### src/rtl/cfg_i2c_pkg.sv
// Shared types for the configuration target.
// Assumes: the byte width on the bus is always eight bits.
package cfg_i2c_pkg;

    localparam int unsigned BYTE_W = 8;

    typedef enum logic [2:0] {
        ST_IDLE,
        ST_ADDR,
        ST_ADDR_ACK,
        ST_WDATA,
        ST_WACK,
        ST_RDATA,
        ST_RACK,
        ST_WAIT
    } i2c_st_e;

endpackage

### src/rtl/cfg_i2c_cond.sv
// Bus conditioner: synchronizes SCL/SDA to clk and flags SCL edges,
// START and STOP as one-cycle pulses.
// Assumes: clk is at least 16x the bit rate and idle lines are high.
module cfg_i2c_cond (
    input  logic clk,
    input  logic rst_n,
    input  logic scl_i,
    input  logic sda_i,
    output logic sda_s_o,
    output logic scl_rise_o,
    output logic scl_fall_o,
    output logic start_o,
    output logic stop_o
);

    logic scl_q1, scl_q2, scl_d;
    logic sda_q1, sda_q2, sda_d;

    // two-flop synchronizers plus one delayed copy for edge detection
    always_ff @(posedge clk) begin
        if (!rst_n) begin
            scl_q1 <= 1'b1; scl_q2 <= 1'b1; scl_d <= 1'b1;
            sda_q1 <= 1'b1; sda_q2 <= 1'b1; sda_d <= 1'b1;
        end else begin
            scl_q1 <= scl_i; scl_q2 <= scl_q1; scl_d <= scl_q2;
            sda_q1 <= sda_i; sda_q2 <= sda_q1; sda_d <= sda_q2;
        end
    end

    assign sda_s_o    = sda_q2;
    assign scl_rise_o = scl_q2 & ~scl_d;
    assign scl_fall_o = ~scl_q2 & scl_d;
    assign start_o    = scl_q2 & scl_d & sda_d & ~sda_q2;
    assign stop_o     = scl_q2 & scl_d & ~sda_d & sda_q2;

endmodule

### src/rtl/cfg_i2c_fsm.sv
// Protocol sequencer: receives address and write bytes, sends read
// bytes, drives the acknowledge, and issues one write strobe per
// complete data byte.
// Assumes: inputs come from cfg_i2c_cond; no clock stretching.
module cfg_i2c_fsm
    import cfg_i2c_pkg::*;
#(
    parameter int unsigned NUM_REGS = 6,
    parameter logic [6:0]  DEV_ADDR = 7'h69,
    localparam int unsigned IDX_W   = $clog2(NUM_REGS),
    localparam int unsigned PTR_W   = $clog2(NUM_REGS + 1),
    localparam int unsigned BIDX_W  = $clog2(NUM_REGS + 3)
) (
    input  logic              clk,
    input  logic              rst_n,
    input  logic              sda_s,
    input  logic              scl_rise,
    input  logic              scl_fall,
    input  logic              start_det,
    input  logic              stop_det,
    input  logic [BYTE_W-1:0] rd_data,
    output logic [PTR_W-1:0]  rd_idx,
    output logic              wr_en,
    output logic [IDX_W-1:0]  wr_idx,
    output logic [BYTE_W-1:0] wr_data,
    output logic              sda_oe
);

    localparam logic [BIDX_W-1:0] BIDX_FIRST = BIDX_W'(2);
    localparam logic [BIDX_W-1:0] BIDX_LIMIT = BIDX_W'(NUM_REGS + 2);

    i2c_st_e             state;
    logic [3:0]          bitcnt;
    logic [BYTE_W-1:0]   shreg;
    logic [BYTE_W-1:0]   txsh;
    logic [BIDX_W-1:0]   byte_idx;
    logic [PTR_W-1:0]    rd_ptr;
    logic                is_read;
    logic                host_ack;

    assign rd_idx = rd_ptr;

    // frame sequencing, shifting and acknowledge control
    always_ff @(posedge clk) begin
        if (!rst_n) begin
            state    <= ST_IDLE;
            bitcnt   <= '0;
            shreg    <= '0;
            txsh     <= '0;
            byte_idx <= '0;
            rd_ptr   <= '0;
            is_read  <= 1'b0;
            host_ack <= 1'b0;
            sda_oe   <= 1'b0;
            wr_en    <= 1'b0;
            wr_idx   <= '0;
            wr_data  <= '0;
        end else begin
            wr_en <= 1'b0;
            if (start_det) begin
                state  <= ST_ADDR;
                bitcnt <= '0;
                sda_oe <= 1'b0;
            end else if (stop_det) begin
                state  <= ST_IDLE;
                sda_oe <= 1'b0;
            end else begin
                case (state)
                    ST_ADDR, ST_WDATA: begin
                        if (scl_rise) begin
                            shreg  <= {shreg[BYTE_W-2:0], sda_s};
                            bitcnt <= bitcnt + 4'd1;
                        end else if (scl_fall && bitcnt == 4'd8) begin
                            if (state == ST_ADDR) begin
                                if (shreg[7:1] == DEV_ADDR) begin
                                    sda_oe  <= 1'b1;
                                    is_read <= shreg[0];
                                    state   <= ST_ADDR_ACK;
                                end else begin
                                    state <= ST_WAIT;
                                end
                            end else begin
                                sda_oe <= 1'b1;
                                state  <= ST_WACK;
                                if (byte_idx >= BIDX_FIRST && byte_idx < BIDX_LIMIT) begin
                                    wr_en   <= 1'b1;
                                    wr_idx  <= IDX_W'(byte_idx - BIDX_FIRST);
                                    wr_data <= shreg;
                                end
                                if (byte_idx != BIDX_LIMIT)
                                    byte_idx <= byte_idx + BIDX_W'(1);
                            end
                        end
                    end
                    ST_ADDR_ACK: begin
                        if (scl_fall) begin
                            bitcnt <= '0;
                            if (is_read) begin
                                txsh   <= BYTE_W'(NUM_REGS);
                                sda_oe <= ~BYTE_W'(NUM_REGS) >> (BYTE_W - 1) == 1'b1;
                                rd_ptr <= '0;
                                state  <= ST_RDATA;
                            end else begin
                                sda_oe   <= 1'b0;
                                byte_idx <= '0;
                                state    <= ST_WDATA;
                            end
                        end
                    end
                    ST_WACK: begin
                        if (scl_fall) begin
                            sda_oe <= 1'b0;
                            bitcnt <= '0;
                            state  <= ST_WDATA;
                        end
                    end
                    ST_RDATA: begin
                        if (scl_fall) begin
                            if (bitcnt == 4'd7) begin
                                sda_oe <= 1'b0;
                                bitcnt <= '0;
                                state  <= ST_RACK;
                            end else begin
                                txsh   <= {txsh[BYTE_W-2:0], 1'b0};
                                sda_oe <= ~txsh[BYTE_W-2];
                                bitcnt <= bitcnt + 4'd1;
                            end
                        end
                    end
                    ST_RACK: begin
                        if (scl_rise) begin
                            host_ack <= ~sda_s;
                        end else if (scl_fall) begin
                            if (host_ack && rd_ptr < PTR_W'(NUM_REGS)) begin
                                txsh   <= rd_data;
                                sda_oe <= ~rd_data[BYTE_W-1];
                                rd_ptr <= rd_ptr + PTR_W'(1);
                                bitcnt <= '0;
                                state  <= ST_RDATA;
                            end else begin
                                state <= ST_WAIT;
                            end
                        end
                    end
                    default: ;
                endcase
            end
        end
    end

    // SDA is only pulled while an acknowledge or read bit is owed
    assert_drive_owned_R9: assert property (@(posedge clk) disable iff (!rst_n)
        sda_oe |-> (state inside {ST_ADDR_ACK, ST_WACK, ST_RDATA}));

    // a STOP leaves the target idle with SDA released
    assert_release_on_stop_R11: assert property (@(posedge clk) disable iff (!rst_n)
        (stop_det && !start_det) |=> (state == ST_IDLE && !sda_oe));

    // a register write follows the SCL fall that ends a byte
    assert_write_at_byte_end_R7: assert property (@(posedge clk) disable iff (!rst_n)
        wr_en |-> ($past(scl_fall) && state == ST_WACK));

    // START always reopens address reception
    assert_start_restarts_R10: assert property (@(posedge clk) disable iff (!rst_n)
        start_det |=> (state == ST_ADDR && bitcnt == 4'd0));

endmodule

### src/rtl/cfg_reg_bank.sv
// Register bank: NUM_REGS bytes with power-on defaults, one write
// port and a combinational read port for the sequencer.
// Assumes: wr_idx is below NUM_REGS whenever wr_en is high.
module cfg_reg_bank
    import cfg_i2c_pkg::*;
#(
    parameter int unsigned NUM_REGS = 6,
    parameter logic [NUM_REGS*BYTE_W-1:0] DEFAULTS = '0,
    localparam int unsigned IDX_W = $clog2(NUM_REGS),
    localparam int unsigned PTR_W = $clog2(NUM_REGS + 1)
) (
    input  logic                       clk,
    input  logic                       rst_n,
    input  logic                       wr_en,
    input  logic [IDX_W-1:0]           wr_idx,
    input  logic [BYTE_W-1:0]          wr_data,
    input  logic [PTR_W-1:0]           rd_idx,
    output logic [BYTE_W-1:0]          rd_data,
    output logic [NUM_REGS*BYTE_W-1:0] regs_o
);

    logic [BYTE_W-1:0] regs [NUM_REGS];

    for (genvar g = 0; g < NUM_REGS; g++) begin : g_reg
        // one storage byte, loaded from DEFAULTS on reset
        always_ff @(posedge clk) begin
            if (!rst_n)
                regs[g] <= DEFAULTS[g*BYTE_W +: BYTE_W];
            else if (wr_en && wr_idx == IDX_W'(g))
                regs[g] <= wr_data;
        end
        assign regs_o[g*BYTE_W +: BYTE_W] = regs[g];
    end

    // read mux for the serializer, zero past the last register
    always_comb begin
        rd_data = '0;
        if (rd_idx < PTR_W'(NUM_REGS))
            rd_data = regs[rd_idx[IDX_W-1:0]];
    end

    // the bank holds its value on every cycle without a write strobe
    assert_hold_without_write_R7: assert property (@(posedge clk) disable iff (!rst_n)
        !wr_en |=> $stable(regs_o));

    // strobes never address a register past the bank
    assert_index_in_range_R6: assert property (@(posedge clk) disable iff (!rst_n)
        wr_en |-> (wr_idx < IDX_W'(NUM_REGS)));

endmodule

### src/rtl/cfg_i2c_target.sv
// Top level: I2C block-write configuration target with a parallel
// register bus output.
// Assumes: open-drain SDA outside the block; clk >= 16x bit rate.
module cfg_i2c_target
    import cfg_i2c_pkg::*;
#(
    parameter int unsigned NUM_REGS = 6,
    parameter logic [6:0]  DEV_ADDR = 7'h69,
    parameter logic [NUM_REGS*BYTE_W-1:0] DEFAULTS = 48'h00_9C_5A_3F_81_E7,
    localparam int unsigned IDX_W = $clog2(NUM_REGS),
    localparam int unsigned PTR_W = $clog2(NUM_REGS + 1)
) (
    input  logic                       clk,
    input  logic                       rst_n,
    input  logic                       scl_i,
    input  logic                       sda_i,
    output logic                       sda_oe_o,
    output logic [NUM_REGS*BYTE_W-1:0] cfg_o
);

    logic              sda_s, scl_rise, scl_fall, start_det, stop_det;
    logic              wr_en;
    logic [IDX_W-1:0]  wr_idx;
    logic [BYTE_W-1:0] wr_data, rd_data;
    logic [PTR_W-1:0]  rd_idx;

    cfg_i2c_cond u_cond (
        .clk        (clk),
        .rst_n      (rst_n),
        .scl_i      (scl_i),
        .sda_i      (sda_i),
        .sda_s_o    (sda_s),
        .scl_rise_o (scl_rise),
        .scl_fall_o (scl_fall),
        .start_o    (start_det),
        .stop_o     (stop_det)
    );

    cfg_i2c_fsm #(
        .NUM_REGS (NUM_REGS),
        .DEV_ADDR (DEV_ADDR)
    ) u_fsm (
        .clk       (clk),
        .rst_n     (rst_n),
        .sda_s     (sda_s),
        .scl_rise  (scl_rise),
        .scl_fall  (scl_fall),
        .start_det (start_det),
        .stop_det  (stop_det),
        .rd_data   (rd_data),
        .rd_idx    (rd_idx),
        .wr_en     (wr_en),
        .wr_idx    (wr_idx),
        .wr_data   (wr_data),
        .sda_oe    (sda_oe_o)
    );

    cfg_reg_bank #(
        .NUM_REGS (NUM_REGS),
        .DEFAULTS (DEFAULTS)
    ) u_bank (
        .clk     (clk),
        .rst_n   (rst_n),
        .wr_en   (wr_en),
        .wr_idx  (wr_idx),
        .wr_data (wr_data),
        .rd_idx  (rd_idx),
        .rd_data (rd_data),
        .regs_o  (cfg_o)
    );

endmodule

### config.mk
export PLATFORM = sky130hd
export DESIGN_NAME = cfg_i2c_target
export DESIGN_NICKNAME = d
export VERILOG_FILES = /design/src/rtl/cfg_i2c_pkg.sv /design/src/rtl/cfg_i2c_cond.sv /design/src/rtl/cfg_i2c_fsm.sv /design/src/rtl/cfg_reg_bank.sv /design/src/rtl/cfg_i2c_target.sv
export SDC_FILE = /design/constraint.sdc
export NUM_CORES = 1
export LEC_CHECK = 0
export BUFFER_PORTS_ARGS = -buffer_cell sky130_fd_sc_hd__buf_2
export CAP_MARGIN = 20
export CORE_AREA = 3 3 106 108
export CTS_CLUSTER_DIAMETER = 30
export DETAILED_ROUTE_END_ITERATION = 12
export DIE_AREA = 0 0 109 111
export GPL_TIMING_DRIVEN = 0
export PLACE_DENSITY = 0.66
export SLEW_MARGIN = 0
export SYNTH_ARGS = -nofsm -noshare
export SYNTH_HDL_FRONTEND = slang
export SYNTH_SLANG_ARGS = --single-unit
export TNS_END_PERCENT = 1
### constraint.sdc
create_clock -name clk -period 1.7 [get_ports clk]
set_input_delay 0.51 -clock clk [delete_from_list [all_inputs] [get_ports clk]]
set_output_delay 0.51 -clock clk [all_outputs]
set_load 0.005 [all_outputs]
==> impl_metrics.tcl, run 1 <==
set metrics [dict create \
    numCtsBuffers 9 \
    grt.total_usage_pct 19.9 \
    multi_input_area_um2 2140 \
    outcome "complete, but fails checks" \
    crit_slowest_cell "or4b_4" \
    r2r-start "u_fsm.state[0]" \
    hold_slack_ns 0.322 \
    syn_area_per_cell_um2 10.5 \
    async_flop_share_pct 0 \
    path_class "reg -> reg" \
    layout_common_cells "56 x buf_2, 48 x edfxtp_1, 46 x nand2_1" \
    cellLeakagePower_nw 1.91 \
    start_util_pct 45.3 \
    numClockSinks 101 \
    gp_congestion 0.808 \
    core.rowCount 37 \
    peakVddDrop_uv 396 \
    antenna_cells 0 \
    hold_start "sda_i" \
    coreArea_um2 10300 \
    die_y_um 111 \
    clk_path_buf_depth 2 \
    worst_pin_slew_ns 0.616 \
    synth_fa_ha_area_share_pct 1.87 \
    ys_seq_elements 101 \
    htree_num_levels 3 \
    relSlewSlack_pct 58.6 \
    wl_per_cell_um 17.7 \
    layout-drive-gt1-share_pct 25.5 \
    syn_area_um2 4680 \
    insertion_delay_ns 0.38 \
    ys_types 60 \
    rsz0062_at_grt "true" \
    clock_skew_ns 0.0161 \
    design_area_um2 5500 \
    ant_nets 0 \
    nets 527 \
    postRouteWirelength_mm 11.7 \
    holdBufCountCts 0 \
    path_max_fanout 10 \
    grt-ovfl-total 0 \
    placed_area_um2 5140 \
    grt_pass1_vias 3483 \
    crit_start "u_fsm.state[0]" \
    synth_ff_type "dfxtp_1" \
    hold_depth 2 \
    fillers 920 \
    worstPathCellList "buf_6 > and4bb_4 > nand3_2 > or4b_4 > buf_12 > mux2i_1 > nor2_1" \
    final_common_cell "buf_2" \
    cts_tree "yes" \
    r2r_end "u_fsm.wr_data[4]" \
    pin_count 53 \
    tns_ns -1.54 \
    yosysSeqAreaShare_pct 53.5 \
    synthSimpleGateAreaFrac_pct 21.1 \
    crit_path_start_kind "register" \
    rr_worst_depth 7 \
    synth-compound-area-share_pct 11.7 \
    crit_path_end_kind "register" \
    firstDrtPassIters 6 \
    period_minus_slack_ns 1.85 \
    finalWorstSetupSlack_ns -0.149 \
    grt_max_degree 19 \
    die_x_um 109 \
    dp_hpwl_mm 8.48 \
    max_freq_mhz 541 \
    drc 0 \
    min_path_type "in -> reg" \
    muxShareOfSynthArea_pct 8.32 \
    grt_pass1_wl_mm 18.5 \
    critPathMaxStageDelay_ns 0.54 \
    ys_warn_count 0 \
    synth_top_family_by_area "simple AND/OR/NAND/NOR gates" \
    synth_edf_count 48 \
    p_total_mw 4.20 \
    die-area_um2 12100 \
    vias 3637 \
    hold_viol 0 \
    power_density_nw_per_um2 763 \
    cap_violations 0 \
    whs_endpoint "u_cond.sda_q1" \
    violations "negative setup slack" \
    dp.cells 636 \
    clk_pin_slew_ns 0.10 \
    cp.arrival_ns 2.10 \
    required_ns 1.95 \
    regToRegSetupSlack_ns -0.15 \
    final_cells 657 \
    initialDrtViolationCount 284 \
    slew_viol_final 0 \
    syn2layout_area_growth_pct 17.5 \
    syn_nets 455 \
    synthesis.instances 444 \
    synth_xor_area_share_pct 0.562 \
    setup-violations-final 17 \
    root_buffer "clkbuf_8" \
    viasPerCell 5.54 \
    antenna_found_initial 0 \
    seqCellArea_um2 2520 \
    port_buffers 52 \
    fin_crit_sh_pct 109 \
]
-- logic make-up after synthesis --
logic type,count (synthesis)
muxes,36
buffers and inverters,31
adders and majority gates,7
and+or+nand+nor,186
xor gates and xnor gates,3
DFF,101
AOI/OAI and AO/OA,80
-- where the power goes --
group	switching (mW)	internal, mW
registers	0.0219	2.57
clock network	0.877	0.551
logic	0.115	0.0647
-- registers in the layout, summed over array words and instances, names as in the netlist, 3 cells and up, named ones only --
register        count
u_fsm.shreg         8
u_fsm.state         3
u_fsm.wr_idx        3
u_fsm.byte_idx      4
u_fsm.wr_data       8
u_fsm.rd_idx        3
u_fsm.txsh          7
u_bank.regs        48
u_fsm.bitcnt        4
-- synth_stat cells, types with 2 or more instances --
master,count,area (µm²)
o21ai_1,2,10.0
nand4b_1,2,17.5
nand2_1,46,173
mux2i_1,31,310
nor3b_1,3,22.5
xnor2_1,3,26.3
buf_2,5,25.0
or3_1,8,50.1
mux2_2,3,33.8
a31oi_1,2,12.5
a21oi_1,22,110
a22oi_1,7,52.6
or2_2,4,25.0
a32o_1,4,40.0
a22o_1,4,35.0
inv_1,11,41.3
o21ai_0,15,75.1
edfxtp_1,48,1440
clkbuf_1,10,37.5
nand3_1,5,25.0
nand4_1,4,25.0
nand2b_1,20,125
o22ai_1,2,12.5
nor3_1,9,45.0
a211oi_1,4,30.0
or2_1,4,25.0
nor2_1,40,150
a21boi_0,2,15.0
o31ai_1,3,22.5
dfxtp_1,53,1060
nor2b_1,5,31.3
and2_1,22,138
buf_6,2,22.5
nand3b_1,4,30.0
o211ai_1,3,22.5
ha_1,7,87.6
mux4_2,2,45.0
-- metal layers --
| metal | global-route usage (%) | wire length, µm | up-vias |
|---|---|---|---|
| met1 | 28.4 | 5300 | 1745 |
| met2 | 30.9 | 5560 | 133 |
| met3 | 3.15 | 657 | 13 |
| met5 | 0 | 0 | - |
| li1 | - | - | 1746 |
| met4 | 6.14 | 144 | 0 |
-- worst max-delay path by stage --
stage,slack (ns),endpoint,depth (start not counted)
after floorplan,-0.08,u_fsm.wr_idx[2],8
after global placement,-0.45,u_bank.regs[0][2],6
after detailed placement,-0.49,u_bank.regs[0][2],6
after CTS,-0.14,u_fsm.wr_data[4],7
after global routing,-0.21,u_fsm.bitcnt[3],6
final,-0.15,u_fsm.wr_data[4],7
-- worst max-delay path: cells and delay by family, from the launching register on --
family / cells / cell delay, ns
buffers and inverters: 2 / 0.29
DFF: 1 / 0.33
muxes: 1 / 0.15
and+or+nand+nor: 4 / 0.95
-- stage by stage --
step	util, %	setup WS (ns)
3_3_place_gp	49.6	-0.446
3_5_place_dp	49.8	-0.485
5_1_grt	53.3	-0.210
6_report	53.3	-0.149
4_1_cts	52.4	-0.138
2_1_floorplan	-	-0.0825
-- area by class of cell --
cell class	instances	share of cell area, %
multi-input combinational	312	38.8
buffer	16	1.91
clock buffer	9	2.25
clock inverter	7	1.02
inverter	12	0.819
sequential	101	45.8
timing repair buffer	64	6.24
tap	136	3.10
-- repair_timing --
| item | 4_1_cts | 5_1_grt |
|---|---|---|
| pin swaps | 2 | 3 |
| resized for setup | 22 | 25 |
| setup endpoints to repair | 62 | 74 |
| setup buffers | 5 | 2 |
| endpoints found under the hold margin | 0 | 0 |
Note: power is estimated with default switching activity, not from simulation.
==> inputs of run 2 (changes only) <==
- PLACE_DENSITY: 0.66 -> not set
- clock period: 1.7 -> 2.4 ns (I/O delays scaled with it)
==> run 2 against run 1 <==
  * The flow now finishes without violations
  * Design area fell by 2.9%
  * Wire length grew 0.19%
  * Register-to-register slack gained 0.45 ns
  * Critical endpoint is now u_fsm.txsh[5]
  * First-iteration DRC count fell by 16%
  * Clock-buffer cell count unchanged
  * Critical path type unchanged
  * Largest power group unchanged
  * Cell count shrank 0.30%
==> impl_metrics.tcl, run 2 (same netlist as run 1, synthesis figures left out) <==
set metrics [dict create \
    design_area_um2 5340 \
    grt_pass1_wl_mm 18.6 \
    initialDrtViolationCount 239 \
    dp.cells 637 \
    cts_tree "yes" \
    grt_max_degree 20 \
    drc 0 \
    relSlewSlack_pct 46.5 \
    cellLeakagePower_nw 1.87 \
    clock_skew_ns 0.0228 \
    clk_path_buf_depth 2 \
    cts_resized 0 \
    dp_hpwl_mm 8.76 \
    largest_register_ffs 48 \
    fin_crit_sh_pct 87.5 \
    grt.total_usage_pct 20.0 \
    required_ns 2.67 \
    port_buffers 52 \
    die-area_um2 12100 \
    gp_congestion 0.853 \
    path_max_fanout 10 \
    syn2layout_area_growth_pct 14.1 \
    die_y_um 111 \
    wl_per_cell_um 17.8 \
    pin_count 53 \
    antenna_found_initial 0 \
    seqCellArea_um2 2500 \
    period_minus_slack_ns 2.10 \
    rr_worst_depth 6 \
    clk_pin_slew_ns 0.09 \
    cap_violations 0 \
    multi_input_area_um2 2030 \
    viasPerCell 5.49 \
    grt_pass1_vias 3477 \
    finalWorstSetupSlack_ns 0.300 \
    final_cells 655 \
    peakVddDrop_uv 282 \
    crit_path_start_kind "register" \
    nets 525 \
    die_x_um 109 \
    hold_slack_ns 0.412 \
    r2r_end "u_fsm.txsh[5]" \
    postRouteWirelength_mm 11.7 \
    htree_num_levels 3 \
    layout-drive-gt1-share_pct 19.1 \
    post-cts-setup-buffers 0 \
    final_core_util_pct 51.7 \
    numClockSinks 101 \
    vias 3597 \
    max_freq_mhz 476 \
    fillers 957 \
    coreArea_um2 10300 \
    holdBufCountCts 0 \
    antenna_cells 0 \
    layout_common_cells "61 x buf_2, 53 x dfxtp_1, 48 x edfxtp_1" \
    path_class "reg -> reg" \
    cp.arrival_ns 2.37 \
    numCtsBuffers 9 \
    place_ws_ns 0.0352 \
    reg.largest.list "u_bank.regs: 48 flops, u_fsm.shreg: 8 flops, u_fsm.wr_data: 8 flops" \
    setup-violations-final 0 \
    slew_viol_final 0 \
    endpoint "u_fsm.txsh[5]" \
    regToRegSetupSlack_ns 0.30 \
    power_density_nw_per_um2 563 \
    ant_nets 0 \
    largest_register "u_bank.regs" \
    p_total_mw 3.00 \
    firstDrtPassIters 5 \
    min_path_type "reg -> reg" \
    placed_area_um2 5140 \
    outcome "completed" \
    tns_ns 0 \
    hold_viol 0 \
    grt-ovfl-total 0 \
    final_common_cell "buf_2" \
    crit_path_end_kind "register" \
    rsz0062_at_grt "false" \
    start_util_pct 45.3 \
    root_buffer "clkbuf_8" \
    insertion_delay_ns 0.39 \
    core.rowCount 37 \
    worst_pin_slew_ns 0.795 \
]
[run 2: per-layer routing]
layer  GRT usage [%]  part of all wire [%]  routed length (µm)  up-vias
met5               0                     0                   0        -
met4            6.06                   1.7                 199        0
met3            4.19                   6.5                 762       18
met2            30.1                    46                5360      113
met1            28.6                    46                5360     1728
li1                -                     -                   -     1738
[run 2: worst max-delay path, cell delays in order (launching register included)]
cell and delay (ns):
dfxtp_1 0.32, clkbuf_1 0.32, buf_2 0.39, mux2i_1 0.37, nand2_1 0.10, a32o_1 0.27
a22o_1 0.22
[run 2: worst min path at each step]
stage / from / end / slack [ns] / depth (start not counted)
6_report: u_cond.scl_q1 / u_cond.scl_q2 / 0.41 / 1
2_1_floorplan: u_cond.scl_q1 / u_cond.scl_q2 / 0.39 / 1
3_3_place_gp: u_cond.sda_q1 / u_cond.sda_s_o / 0.39 / 1
4_1_cts: u_cond.scl_q1 / u_cond.scl_q2 / 0.42 / 1
3_5_place_dp: u_cond.scl_q1 / u_cond.scl_q2 / 0.39 / 1
5_1_grt: u_cond.sda_q1 / u_cond.sda_s_o / 0.44 / 1
[run 2: where the power goes]
part / total [mW] / leakage, nW / switching [mW] / internal [mW]
sequential: 1.83 / 0.859 / 0.0152 / 1.82
clock: 1.05 / 0.0980 / 0.646 / 0.401
combinational: 0.121 / 0.911 / 0.0781 / 0.0429
total: 3.00 / 1.87 / 0.739 / 2.26
[run 2: cell type report]
type | instances | share of cell area (%)
flip-flops and latches | 101 | 46.9
multi-input cells | 312 | 38.1
clock buffers | 9 | 2.32
plain buffers | 19 | 1.80
well taps | 136 | 3.19
repair buffers | 59 | 5.67
clock inverters | 7 | 1.17
inverters | 12 | 0.844
